<file path="src/rtl/gpio_port_pkg.sv">
// Shared definitions for the GPIO port controller.
// Assumes: the read selector is two bits wide.
package gpio_port_pkg;
    typedef enum logic [1:0] {
        RD_DIR  = 2'd0,
        RD_LAT  = 2'd1,
        RD_PIN  = 2'd2,
        RD_NONE = 2'd3
    } rd_sel_e;
endpackage

</file>
<file path="src/rtl/port_cfg_regs.sv">
// Port configuration registers: direction, data latch, analog select.
// Assumes: write strobes are single-cycle and sampled at posedge clk;
// both latch strobes carry the same data word.
module port_cfg_regs #(
    parameter int WIDTH = 16
) (
    input  logic             clk,
    input  logic             rst_n,
    input  logic             wr_dir,
    input  logic             wr_lat,
    input  logic             wr_pin,
    input  logic             wr_ana,
    input  logic [WIDTH-1:0] wr_data,
    output logic [WIDTH-1:0] dir_q,
    output logic [WIDTH-1:0] lat_q,
    output logic [WIDTH-1:0] ana_q
);
    localparam logic [WIDTH-1:0] ALL_ONES = {WIDTH{1'b1}};

    // Direction register: ones mean input.
    always_ff @(posedge clk) begin
        if (!rst_n)      dir_q <= ALL_ONES;
        else if (wr_dir) dir_q <= wr_data;
    end

    // Data latch, loaded from either of the two latch-write addresses.
    always_ff @(posedge clk) begin
        if (!rst_n)                dir_lat_reset();
        else if (wr_lat || wr_pin) lat_q <= wr_data;
    end

    // Analog-select register: ones mean analog.
    always_ff @(posedge clk) begin
        if (!rst_n)      ana_q <= ALL_ONES;
        else if (wr_ana) ana_q <= wr_data;
    end

    task automatic dir_lat_reset();
        lat_q <= '0;
    endtask

    a_r1_reset_state: assert property (@(posedge clk)
        !rst_n |=> (dir_q == ALL_ONES && lat_q == '0 && ana_q == ALL_ONES));
    a_r4_latch_load: assert property (@(posedge clk) disable iff (!rst_n)
        (rst_n && (wr_lat || wr_pin)) |=> lat_q == $past(wr_data));
    a_r10_dir_load: assert property (@(posedge clk) disable iff (!rst_n)
        (rst_n && wr_dir) |=> dir_q == $past(wr_data));
    a_r10_dir_hold: assert property (@(posedge clk) disable iff (!rst_n)
        (rst_n && !wr_dir) |=> $stable(dir_q));
    a_r10_ana_load: assert property (@(posedge clk) disable iff (!rst_n)
        (rst_n && wr_ana) |=> ana_q == $past(wr_data));
endmodule

</file>
<file path="src/rtl/port_pin_mux.sv">
// Per-pin output multiplexers: peripheral or port registers drive the pad.
// Assumes: direction bit 1 = input, so the port output enable is its inverse.
module port_pin_mux #(
    parameter int WIDTH = 16
) (
    input  logic [WIDTH-1:0] per_en,
    input  logic [WIDTH-1:0] per_oe,
    input  logic [WIDTH-1:0] per_out,
    input  logic [WIDTH-1:0] dir_q,
    input  logic [WIDTH-1:0] lat_q,
    output logic [WIDTH-1:0] pad_oe,
    output logic [WIDTH-1:0] pad_out
);
    for (genvar i = 0; i < WIDTH; i++) begin : g_pin
        // Select the owner of pin i.
        always_comb begin
            if (per_en[i]) begin
                pad_oe[i]  = per_oe[i];
                pad_out[i] = per_out[i];
            end else begin
                pad_oe[i]  = ~dir_q[i];
                pad_out[i] = lat_q[i];
            end
        end
    end
endmodule

</file>
<file path="src/rtl/port_in_sample.sv">
// One-stage sampling register on the pad inputs, giving the one-cycle
// read latency. Assumes pad_in is already synchronous to clk.
module port_in_sample #(
    parameter int WIDTH = 16
) (
    input  logic             clk,
    input  logic             rst_n,
    input  logic [WIDTH-1:0] pad_in,
    output logic [WIDTH-1:0] pin_q
);
    // Capture the pad levels every cycle.
    always_ff @(posedge clk) begin
        if (!rst_n) pin_q <= '0;
        else        pin_q <= pad_in;
    end

    a_r7_one_cycle_sample: assert property (@(posedge clk) disable iff (!rst_n)
        rst_n |=> pin_q == $past(pad_in));
endmodule

</file>
<file path="src/rtl/shared_port_ctrl.sv">
// Shared GPIO port top: registers, pin multiplexers, input sampler, read mux.
// Assumes: single clock domain, synchronous active-low reset.
module shared_port_ctrl
    import gpio_port_pkg::*;
#(
    parameter int WIDTH = 16
) (
    input  logic             clk,
    input  logic             rst_n,
    input  logic             wr_dir,
    input  logic             wr_lat,
    input  logic             wr_pin,
    input  logic             wr_ana,
    input  logic [WIDTH-1:0] wr_data,
    input  logic [1:0]       rd_sel,
    output logic [WIDTH-1:0] rd_data,
    output logic [WIDTH-1:0] pad_oe,
    output logic [WIDTH-1:0] pad_out,
    input  logic [WIDTH-1:0] pad_in,
    input  logic [WIDTH-1:0] per_en,
    input  logic [WIDTH-1:0] per_oe,
    input  logic [WIDTH-1:0] per_out,
    output logic [WIDTH-1:0] per_in
);
    logic [WIDTH-1:0] dir_q, lat_q, ana_q, pin_q;
    rd_sel_e          sel;

    port_cfg_regs #(.WIDTH(WIDTH)) u_regs (
        .clk(clk), .rst_n(rst_n),
        .wr_dir(wr_dir), .wr_lat(wr_lat), .wr_pin(wr_pin), .wr_ana(wr_ana),
        .wr_data(wr_data),
        .dir_q(dir_q), .lat_q(lat_q), .ana_q(ana_q)
    );

    port_pin_mux #(.WIDTH(WIDTH)) u_mux (
        .per_en(per_en), .per_oe(per_oe), .per_out(per_out),
        .dir_q(dir_q), .lat_q(lat_q),
        .pad_oe(pad_oe), .pad_out(pad_out)
    );

    port_in_sample #(.WIDTH(WIDTH)) u_sample (
        .clk(clk), .rst_n(rst_n), .pad_in(pad_in), .pin_q(pin_q)
    );

    // The peripheral always sees the raw pad input.
    assign per_in = pad_in;

    // Read multiplexer; analog pins are masked to zero on a pin read.
    always_comb begin
        sel = rd_sel_e'(rd_sel);
        unique case (sel)
            RD_DIR:  rd_data = dir_q;
            RD_LAT:  rd_data = lat_q;
            RD_PIN:  rd_data = pin_q & ~ana_q;
            default: rd_data = '0;
        endcase
    end

    a_r6_analog_reads_low: assert property (@(posedge clk) disable iff (!rst_n)
        (rd_sel == 2'd2) |-> (rd_data & ana_q) == '0);
    a_r9_none_reads_zero: assert property (@(posedge clk) disable iff (!rst_n)
        (rd_sel == 2'd3) |-> rd_data == '0);
    a_r3_per_oe_follows: assert property (@(posedge clk) disable iff (!rst_n)
        ((pad_oe ^ per_oe) & per_en) == '0);
    a_r2_idle_pins_not_per: assert property (@(posedge clk) disable iff (!rst_n)
        ((pad_out ^ lat_q) & ~per_en) == '0);
endmodule

</file>
<file path="config.mk">
export PLATFORM = sky130hd
export DESIGN_NAME = shared_port_ctrl
export DESIGN_NICKNAME = d
export VERILOG_FILES = /design/src/rtl/gpio_port_pkg.sv /design/src/rtl/port_cfg_regs.sv /design/src/rtl/port_pin_mux.sv /design/src/rtl/port_in_sample.sv /design/src/rtl/shared_port_ctrl.sv
export SDC_FILE = /design/constraint.sdc
export NUM_CORES = 1
export LEC_CHECK = 0
export BUFFER_PORTS_ARGS = -buffer_cell sky130_fd_sc_hd__buf_2
export CAP_MARGIN = 20
export CORE_UTILIZATION = 40
export DETAILED_ROUTE_END_ITERATION = 16
export GPL_TIMING_DRIVEN = 0
export PLACE_DENSITY = 0.68
export SYNTH_ARGS = -nofsm -noshare
export SYNTH_HDL_FRONTEND = slang
export SYNTH_SLANG_ARGS = --single-unit
</file>
<file path="constraint.sdc">
create_clock -name clk -period 1.4 [get_ports clk]
set_input_delay 0.14 -clock clk [delete_from_list [all_inputs] [get_ports clk]]
set_output_delay 0.14 -clock clk [all_outputs]
set_load 0.005 [all_outputs]
</file>
==> flow_metrics.env, run 1 <==
export IMPL_gp_congestion=0.741
export IMPL_reg2reg_from="u_regs.lat_q[1]"
export IMPL_setup_ws_ps=80.1
export IMPL_async_reset_ff_frac=0
export IMPL_drtPass1Iterations=4
export IMPL_irDropWorstVdd_v=0.000446
export IMPL_synth_avg_cell_area_um2=9.57
export IMPL_fin_setup_tns_ps=0
export IMPL_crit_chain="inv_1, o32ai_1, buf_2"
export IMPL_drc=0
export IMPL_gr_usage_all_layers=0.217
export IMPL_die_y_um=90.6
export IMPL_slew_viol_final=0
export IMPL_reg2reg_setup_slack_ps=410
export IMPL_arrival_ps=1180
export IMPL_grt_pass1_vias=2883
export IMPL_synth_area_um2=3140
export IMPL_min_period_ps=1320
export IMPL_synth_edf_count=0
export IMPL_synthTopCellsByArea="dfxtp_1, mux2i_1, mux2_2, nand2_1, o32ai_2"
export IMPL_synth_cell_type_count=17
export IMPL_worst_path_max_delay_cell="dfxtp_1"
export IMPL_max_cap_violations=0
export IMPL_reg2reg_depth=2
export IMPL_ant_nets=0
export IMPL_diodes=0
export IMPL_yosysMostFrequentCell="dfxtp_1"
export IMPL_crit_path_end="rd_data[1]"
export IMPL_tightest_slew_ps=680
export IMPL_cts_root_buf="clkbuf_8"
export IMPL_start_kind="register"
export IMPL_port_buffers=147
export IMPL_vias_per_cell=4.84
export IMPL_worst_ep_required_time_ps=1260
export IMPL_slew_headroom=0.547
export IMPL_wl_met1_mm=3.78
export IMPL_p_per_area_nw_per_um2=1050
export IMPL_crit_path_max_fanout=1
export IMPL_insertion_delay_ps=330
export IMPL_finClkSkew_ps=0
export IMPL_crit_type="register to primary output"
export IMPL_start_util=0.424
export IMPL_wl_per_cell_um=14.5
export IMPL_status="completed"
export IMPL_synth_seq_cells=64
export IMPL_htreeDepth=3
export IMPL_grt_pass1_wl_mm=13.9
export IMPL_syn_inst=328
export IMPL_cts_buffers=9
export IMPL_routed_wl_met3_um=495
export IMPL_synth_seq_area_share=0.408
export IMPL_grt_overflow=0
export IMPL_drive_gt1_frac=0.440
export IMPL_path_clk_slew_ps=70
export IMPL_hp_class="input port to register"
export IMPL_yosysTopAreaCell="dfxtp_1"
export IMPL_cts_buffer_depth=2
export IMPL_yosysTopAreaCellShare=0.408
export IMPL_cp_startpoint="u_sample.pin_q[1]"
export IMPL_fin_crit_sh=0.943
export IMPL_setup_viol=0
export IMPL_die_area_um2=8200
export IMPL_leakagePower_uw=0.00205
export IMPL_worst_path_largest_cell_delay_ps=330
export IMPL_die_w_um=90.6
export IMPL_top_layer_used="met4"
export IMPL_cts_sinks=64
export IMPL_dp_slack_ps=125
export IMPL_core_um2=7410
export IMPL_dp_hpwl_mm=6.33
export IMPL_ios=152
export IMPL_fp_row_count=31
export IMPL_finalNetCount=574
export IMPL_syn_to_final_growth_pct=33.8
export IMPL_antenna_found_initial=0
export IMPL_power_uw=4400
export IMPL_grt_max_degree=11
export IMPL_first_iter_violations=75
export IMPL_wl_met2_mm=4.15
export IMPL_rsz0062_at_grt="false"
export IMPL_wirelength_mm=8.58
export IMPL_max_freq_mhz=758
export IMPL_end_kind="primary output"
export IMPL_yosys_top_cells_count="dfxtp_1, mux2i_1, nand2_1, o21ai_0, buf_4"
export IMPL_synth_fp_nets=416
export IMPL_hold_buffers=0
export IMPL_post_cts_buffers=0
export IMPL_rr_endpoint="u_regs.lat_q[1]"
export IMPL_hold_viol_final=0
export IMPL_cts_tree="yes"
export IMPL_synth_flop_cell="dfxtp_1"
export IMPL_vias=2857
export IMPL_yosysWarnings=0
export IMPL_cts_repair_resized=0
layout make-up:
class,instances,area (um2)
Sequential cell,64,1280
Buffer,38,243
Fill cell,713,3210
Timing Repair Buffer,147,736
Tap cell,99,124
Inverter,17,63.8
Clock inverter,2,37.5
Clock buffer,14,163
Multi-Input combinational cell,209,1550
routing by layer:
metal / vias to the layer above / global-route usage
li1: 1434 / -
met1: 1297 / 0.260
met2: 112 / 0.377
met3: 14 / 0.0421
met4: 0 / 0.0887
met5: - / 0
metrics by stage:
step                hold WS, ps   util  std cells  cell area (um2)
global route               22.0  0.567        590             4200
finish                     22.5  0.567        590             4200
CTS                        15.2  0.567        590             4200
global placement            364  0.540        574             4000
detailed placement          367  0.540        574             4000
floorplan                   267      -        328             3140
kinds of logic after synthesis:
family          count (synthesis)  synth area share
simple gates                   81             0.138
flops                          64             0.408
buf+inv                        55            0.0977
mux                            64             0.211
compound gates                 64             0.145
cells in the final DEF (no fill, tap or decap), types with 2 or more instances in the layout:
cell type / instances
mux2_2: 16
o32ai_2: 10
a21oi_1: 16
o21ai_0: 32
and2_1: 16
inv_1: 17
mux2i_1: 48
dfxtp_1: 64
or3b_2: 2
buf_6: 3
nand2_1: 48
buf_4: 19
o32ai_1: 6
buf_2: 152
clkbuf_1: 14
or3b_1: 14
clkbuf_8: 11
power breakdown:
part / switching (uW) / leakage (uW) / total [uW] / internal [uW]
combinational: 368 / 0.00142 / 781 / 413
sequential: 66.6 / 0.000531 / 2000 / 1930
clock: 696 / 0.0000969 / 1620 / 923
flip-flops by register name (all words and copies together) (netlist names):
signal / count
u_regs.lat_q: 16
u_sample.pin_q: 16
u_regs.ana_q: 16
u_regs.dir_q: 16
worst min-delay path by stage:
stage,slack (ps),end,cells past startpoint,start
after floorplan,270,u_sample.pin_q[0],1,pad_in[0]
after global placement,360,u_sample.pin_q[9],2,pad_in[9]
after detailed placement,370,u_sample.pin_q[14],2,pad_in[14]
after CTS,20,u_sample.pin_q[9],2,pad_in[9]
after global routing,20,u_sample.pin_q[9],2,pad_in[9]
final,20,u_sample.pin_q[10],2,pad_in[10]
critical path, delay by kind of cell, from the launching register on:
| family | cells | cell delay, ps |
|---|---|---|
| buffers and inverters | 2 | 210 |
| flip-flops | 1 | 330 |
| AO/OA/AOI/OAI | 1 | 300 |
Power figures use the tool's default switching activity.
==> run 2, diff against run 1 <==
--- a/config.mk
+++ b/config.mk
@@ -7,10 +7,13 @@
 export LEC_CHECK = 0
 export BUFFER_PORTS_ARGS = -buffer_cell sky130_fd_sc_hd__buf_2
 export CAP_MARGIN = 20
-export CORE_UTILIZATION = 40
+export CELL_PAD_IN_SITES_DETAIL_PLACEMENT = 0
+export CELL_PAD_IN_SITES_GLOBAL_PLACEMENT = 1
+export CORE_UTILIZATION = 36
 export DETAILED_ROUTE_END_ITERATION = 16
 export GPL_TIMING_DRIVEN = 0
-export PLACE_DENSITY = 0.68
+export PLACE_DENSITY = 0.82
+export SETUP_SLACK_MARGIN = 0.4
 export SYNTH_ARGS = -nofsm -noshare
 export SYNTH_HDL_FRONTEND = slang
 export SYNTH_SLANG_ARGS = --single-unit
==> run 2 against run 1 <==
  * Sequential cell count is the same
  * First-iteration DRC count is the same
  * Critical path type unchanged
  * Maximum frequency up 4.1%
  * Highest routed layer unchanged
  * Critical path depth did not move
  * Critical endpoint is now rd_data[4]
  * Clock-buffer cell count down 1
  * Setup slack improved by 52 ps
==> flow_metrics.env, run 2 (synthesis gave the netlist of run 1 again) <==
export IMPL_finClkSkew_ps=0
export IMPL_p_int_uw=3210
export IMPL_tightest_slew_ps=689
export IMPL_max_cap_violations=0
export IMPL_reg2reg_depth=3
export IMPL_grt_overflow=0
export IMPL_port_buffers=147
export IMPL_wirelength_mm=9.16
export IMPL_htreeDepth=3
export IMPL_start_util=0.376
export IMPL_min_period_ps=1270
export IMPL_core_um2=8340
export IMPL_hold_viol_final=0
export IMPL_crit_type="register to primary output"
export IMPL_cts_tree="yes"
export IMPL_layout_commonest_cell="buf_2"
export IMPL_rr_endpoint="u_regs.lat_q[14]"
export IMPL_final_seq_area_um2=1330
export IMPL_pwr_share_seq=0.460
export IMPL_fin_crit_sh=0.906
export IMPL_end_kind="primary output"
export IMPL_drtPass1Iterations=4
export IMPL_status="completed"
export IMPL_reg2reg_setup_slack_ps=350
export IMPL_path_clk_slew_ps=70
export IMPL_irDropWorstVdd_v=0.000459
export IMPL_nFillCells=800
export IMPL_wl_per_cell_um=15.2
export IMPL_crit_path_max_fanout=3
export IMPL_leakagePower_uw=0.00215
export IMPL_die_area_um2=9090
export IMPL_cts_buffer_depth=2
export IMPL_vias_per_cell=4.88
export IMPL_whs_path_depth=2
export IMPL_cts_root_buf="clkbuf_8"
export IMPL_final_cell_mix="buf_2, nand2_1, mux2i_1"
export IMPL_hold_buffers=0
export IMPL_hp_class="input port to register"
export IMPL_insertion_delay_ps=340
export IMPL_hp_start="pad_in[8]"
export IMPL_cts_buffers=9
export IMPL_cts_sinks=64
export IMPL_clkPwrFrac=0.336
export IMPL_dp_hpwl_mm=6.25
export IMPL_placed_cells=580
export IMPL_drive_gt1_frac=0.577
export IMPL_layoutNonFillerInstCount=602
export IMPL_p_per_area_nw_per_um2=969
export IMPL_slew_headroom=0.540
export IMPL_gp_congestion=0.783
export IMPL_grt_pass1_vias=2662
export IMPL_multiInputGateArea_um2=1720
export IMPL_min_to="u_sample.pin_q[8]"
export IMPL_vias=2935
export IMPL_switchingPower_uw=1180
export IMPL_syn_to_final_growth_pct=44.6
export IMPL_grt_max_degree=11
export IMPL_antenna_found_initial=0
export IMPL_reg2reg_from="u_regs.lat_q[14]"
export IMPL_grt_pass1_wl_mm=13.3
export IMPL_ant_nets=0
export IMPL_gr_usage_all_layers=0.202
export IMPL_slew_viol_final=0
export IMPL_first_iter_violations=75
export IMPL_swShare=0.269
export IMPL_setup_viol=0
export IMPL_p_comb_frac=0.205
export IMPL_start_kind="register"
export IMPL_diodes=0
export IMPL_die_y_um=95.4
export IMPL_worst_ep_required_time_ps=1260
export IMPL_drc=0
export IMPL_rsz0062_at_grt="true"
export IMPL_ios=152
export IMPL_finalNetCount=580
export IMPL_die_w_um=95.4
export IMPL_fin_setup_tns_ps=0
export IMPL_max_freq_mhz=789
export IMPL_fp_row_count=33
export IMPL_arrival_ps=1130
[run 2: cell types whose count changed in the layout (fill, tap and decap cells not counted), moves of 5 or more]
cell     delta
o21ai_2     +9
dfxtp_1    -38
o21ai_1     +7
o32ai_1     -6
o21ai_0    -16
mux2i_1     -5
buf_2       -6
dfxtp_2    +37
[run 2: layer usage]
metal  vias to the layer above  wire [um]  track usage
met5                         -          0            0
met4                         0        127       0.0783
met3                        11        558       0.0470
met2                       107       4510        0.343
met1                      1373       3970        0.246
li1                       1444          -            -
[run 2: through the flow]
stage | instance area [um2] | util | hold slack (ps) | worst slack, ps | total power, uW
2_1_floorplan | 3140 | - | 267 | 405 | 2450
3_3_place_gp | 4010 | 0.480 | 365 | 149 | 2810
3_5_place_dp | 4010 | 0.480 | 365 | 144 | 2820
4_1_cts | 4300 | 0.515 | 7.85 | 136 | 4330
5_1_grt | 4540 | 0.544 | 5.90 | 86.3 | 4610
6_report | 4540 | 0.544 | 11.9 | 132 | 4400
[run 2: timing repair]
action,CTS,global route
endpoints found under the setup margin,50,51
pin swaps,11,12
cloned,0,1
setup buffers,1,4
gates resized for setup,60,40
[run 2: worst max-delay path, cell delays in order (launching register included)]
cell and delay [ps]:
dfxtp_4 360, mux2i_4 170, o32ai_4 100, buf_2 150
[run 2: worst max path at each step]
stage / start / to / slack, ps / cells past startpoint
after global routing: u_regs.dir_q[4] / rd_data[4] / 90 / 3
final: u_regs.dir_q[4] / rd_data[4] / 130 / 3
after floorplan: rd_sel[0] / rd_data[10] / 410 / 5
after CTS: u_sample.pin_q[7] / rd_data[7] / 140 / 3
after global placement: rd_sel[1] / rd_data[11] / 150 / 6
after detailed placement: rd_sel[1] / rd_data[7] / 140 / 6
[run 2: final cells by class]
cell class                      instances  area share
Multi-Input combinational cell        209       0.379
Sequential cell                        64       0.293
Timing Repair Buffer                  153       0.186
Buffer                                 38      0.0587
Clock buffer                           13      0.0372
Tap cell                              105      0.0290
Inverter                               17      0.0141
Clock inverter                          3     0.00331
[run 2: power by group through the flow]
| stage | clock network (uW) | logic (uW) | registers, uW |
|---|---|---|---|
| after floorplan | 0 | 435 | 2010 |
| after global placement | 0 | 772 | 2030 |
| after detailed placement | 0 | 787 | 2040 |
| after CTS | 1500 | 820 | 2010 |
| after global routing | 1590 | 988 | 2030 |
| final | 1480 | 899 | 2020 |
==> run 3, diff against run 2 <==
--- a/config.mk
+++ b/config.mk
@@ -6,13 +6,12 @@
 export NUM_CORES = 1
 export LEC_CHECK = 0
 export BUFFER_PORTS_ARGS = -buffer_cell sky130_fd_sc_hd__buf_2
-export CAP_MARGIN = 20
 export CELL_PAD_IN_SITES_DETAIL_PLACEMENT = 0
 export CELL_PAD_IN_SITES_GLOBAL_PLACEMENT = 1
-export CORE_UTILIZATION = 36
+export CORE_UTILIZATION = 33
 export DETAILED_ROUTE_END_ITERATION = 16
 export GPL_TIMING_DRIVEN = 0
-export PLACE_DENSITY = 0.82
+export PLACE_DENSITY = 0.76
 export SETUP_SLACK_MARGIN = 0.4
 export SYNTH_ARGS = -nofsm -noshare
 export SYNTH_HDL_FRONTEND = slang
==> constraint.sdc (replaced) <==
create_clock -name clk -period 1.3 [get_ports clk]
set_input_delay 0.13 -clock clk [delete_from_list [all_inputs] [get_ports clk]]
set_output_delay 0.13 -clock clk [all_outputs]
set_load 0.005 [all_outputs]
==> run 3 against run 2 <==
  * Non-clock buffer count up 4
  * Clock power about the same
  * Sequential share of layout area down 0.20 points
  * Sequential cell count unchanged
  * Routed wire length down 3.2%
  * Clock skew unchanged
  * Global-route usage down 2.2 points
  * Largest cell class unchanged
  * Core utilization down 5.0 points
  * Largest power group unchanged
  * Sequential power up 7%
  * Die area up 8.9%
  * Combinational power up 5.9%
==> flow_metrics.env, run 3 (synthesis gave the netlist of run 1 again) <==
export IMPL_rsz0062_at_grt="true"
export IMPL_multiInputGateArea_um2=1710
export IMPL_start_kind="register"
export IMPL_worst_path_max_delay_cell="dfxtp_4"
export IMPL_cts_root_buf="clkbuf_8"
export IMPL_first_iter_violations=60
export IMPL_status="completed"
export IMPL_wirelength_mm=8.87
export IMPL_gp_congestion=0.772
export IMPL_ios=152
export IMPL_layout_commonest_cell="buf_2"
export IMPL_syn_to_final_growth_pct=45.6
export IMPL_path_clk_slew_ps=70
export IMPL_drc=0
export IMPL_drive_gt1_frac=0.575
export IMPL_final_seq_area_um2=1330
export IMPL_hold_ws_ps=8.61
export IMPL_nFillCells=923
export IMPL_slew_headroom=0.526
export IMPL_crit_chain="mux2i_4, o32ai_4, buf_2"
export IMPL_slew_viol_final=0
export IMPL_die_area_um2=9900
export IMPL_ant_nets=0
export IMPL_grt_max_degree=12
export IMPL_finalNetCount=584
export IMPL_start_util=0.340
export IMPL_setup_viol=0
export IMPL_hp_class="input port to register"
export IMPL_dpl_cell_area_um2=4040
export IMPL_max_cap_violations=0
export IMPL_cts_tree="yes"
export IMPL_p_per_area_nw_per_um2=1000
export IMPL_dp_hpwl_mm=6.32
export IMPL_die_y_um=99.5
export IMPL_grt_pass1_wl_mm=13.8
export IMPL_drtPass1Iterations=4
export IMPL_grt_overflow=0
export IMPL_irDropWorstVdd_v=0.000421
export IMPL_arrival_ps=1120
export IMPL_max_freq_mhz=801
export IMPL_fin_setup_tns_ps=0
export IMPL_hold_viol_final=0
export IMPL_crit_type="register to primary output"
export IMPL_core_um2=9240
export IMPL_cts_buffer_depth=2
export IMPL_finalInstanceArea_um2=4570
export IMPL_cts_buffers=9
export IMPL_die_w_um=99.5
export IMPL_vias=2909
export IMPL_tightest_slew_ps=711
export IMPL_wl_per_cell_um=14.1
export IMPL_vias_per_cell=4.62
export IMPL_worst_ep_required_time_ps=1170
export IMPL_min_period_ps=1250
export IMPL_gr_usage_all_layers=0.181
export IMPL_fp_row_count=35
export IMPL_finClkSkew_ps=0
export IMPL_grt_pass1_vias=2785
export IMPL_diodes=0
export IMPL_htreeDepth=3
export IMPL_fin_crit_sh=0.960
export IMPL_antenna_found_initial=0
export IMPL_worst_path_largest_cell_delay_ps=360
export IMPL_leakagePower_uw=0.00215
export IMPL_crit_path_max_fanout=3
export IMPL_end_kind="primary output"
export IMPL_port_buffers=147
export IMPL_final_cell_mix="buf_2, nand2_1, mux2i_1"
export IMPL_cts_sinks=64
export IMPL_insertion_delay_ps=340
==> run 3: cell count changes in the layout (fill, tap and decap cells not counted), sizes merged <==
cell         previous run  this run
buf                   179       176
clkbuf                 25        22
clkinv                  3         5
clkinvlp                0         1
dlygate4sd3             0         7
==> run 3: stage by stage <==
stage	utilization	total power (uW)	instances	worst slack, ps
2_1_floorplan	-	2640	328	325
3_3_place_gp	0.438	3020	604	84.7
3_5_place_dp	0.438	3040	604	81.0
4_1_cts	0.472	4540	627	43.1
5_1_grt	0.494	4810	630	3.63
6_report	0.494	4580	630	51.6
==> run 3: path summary, 6_finish.rpt <==
check	depth (start not counted)	slack [ps]	start	end
max	3	50	u_regs.dir_q[5]	rd_data[5]
min	2	9	pad_in[11]	u_sample.pin_q[11]
max reg2reg	2	370	u_regs.lat_q[7]	u_regs.lat_q[7]
min reg2reg	2	490	u_regs.dir_q[14]	u_regs.dir_q[14]
==> run 3: cell type report <==
class | count | share of cell area
Buffer | 38 | 0.0581
Clock inverter | 6 | 0.00794
Timing Repair Buffer | 157 | 0.191
Clock buffer | 10 | 0.0279
Sequential cell | 64 | 0.291
Multi-Input combinational cell | 209 | 0.374
Tap cell | 129 | 0.0353
Inverter | 17 | 0.0140
==> run 3: metal layers <==
layer	share of wire	up-vias	GRT usage
met1	0.45	1334	0.236
met4	0.014	0	0.0679
met2	0.48	102	0.297
met3	0.052	11	0.0330
li1	-	1462	-
met5	0	-	0
==> run 3: critical path: cells and delay by family (launching register included) <==
| kind | cells | cell delay, ps |
|---|---|---|
| buf+inv | 1 | 150 |
| compound gates | 1 | 100 |
| mux | 1 | 170 |
| flops | 1 | 360 |
==> run 3: what timing repair did <==
item / 4_1_cts / 5_1_grt
cloned: 0 / 1
endpoints found under the hold margin: 7 / 0
gates resized for setup: 58 / 43
endpoints found under the setup margin: 62 / 74
hold buffers: 7 / 0
setup buffers: 0 / 2
pin swaps: 11 / 17
==> run 3: power breakdown <==
group	switching, uW	internal, uW
Clock	769	681
Combinational	430	523
Sequential	83.9	2090
Total	1280	3290
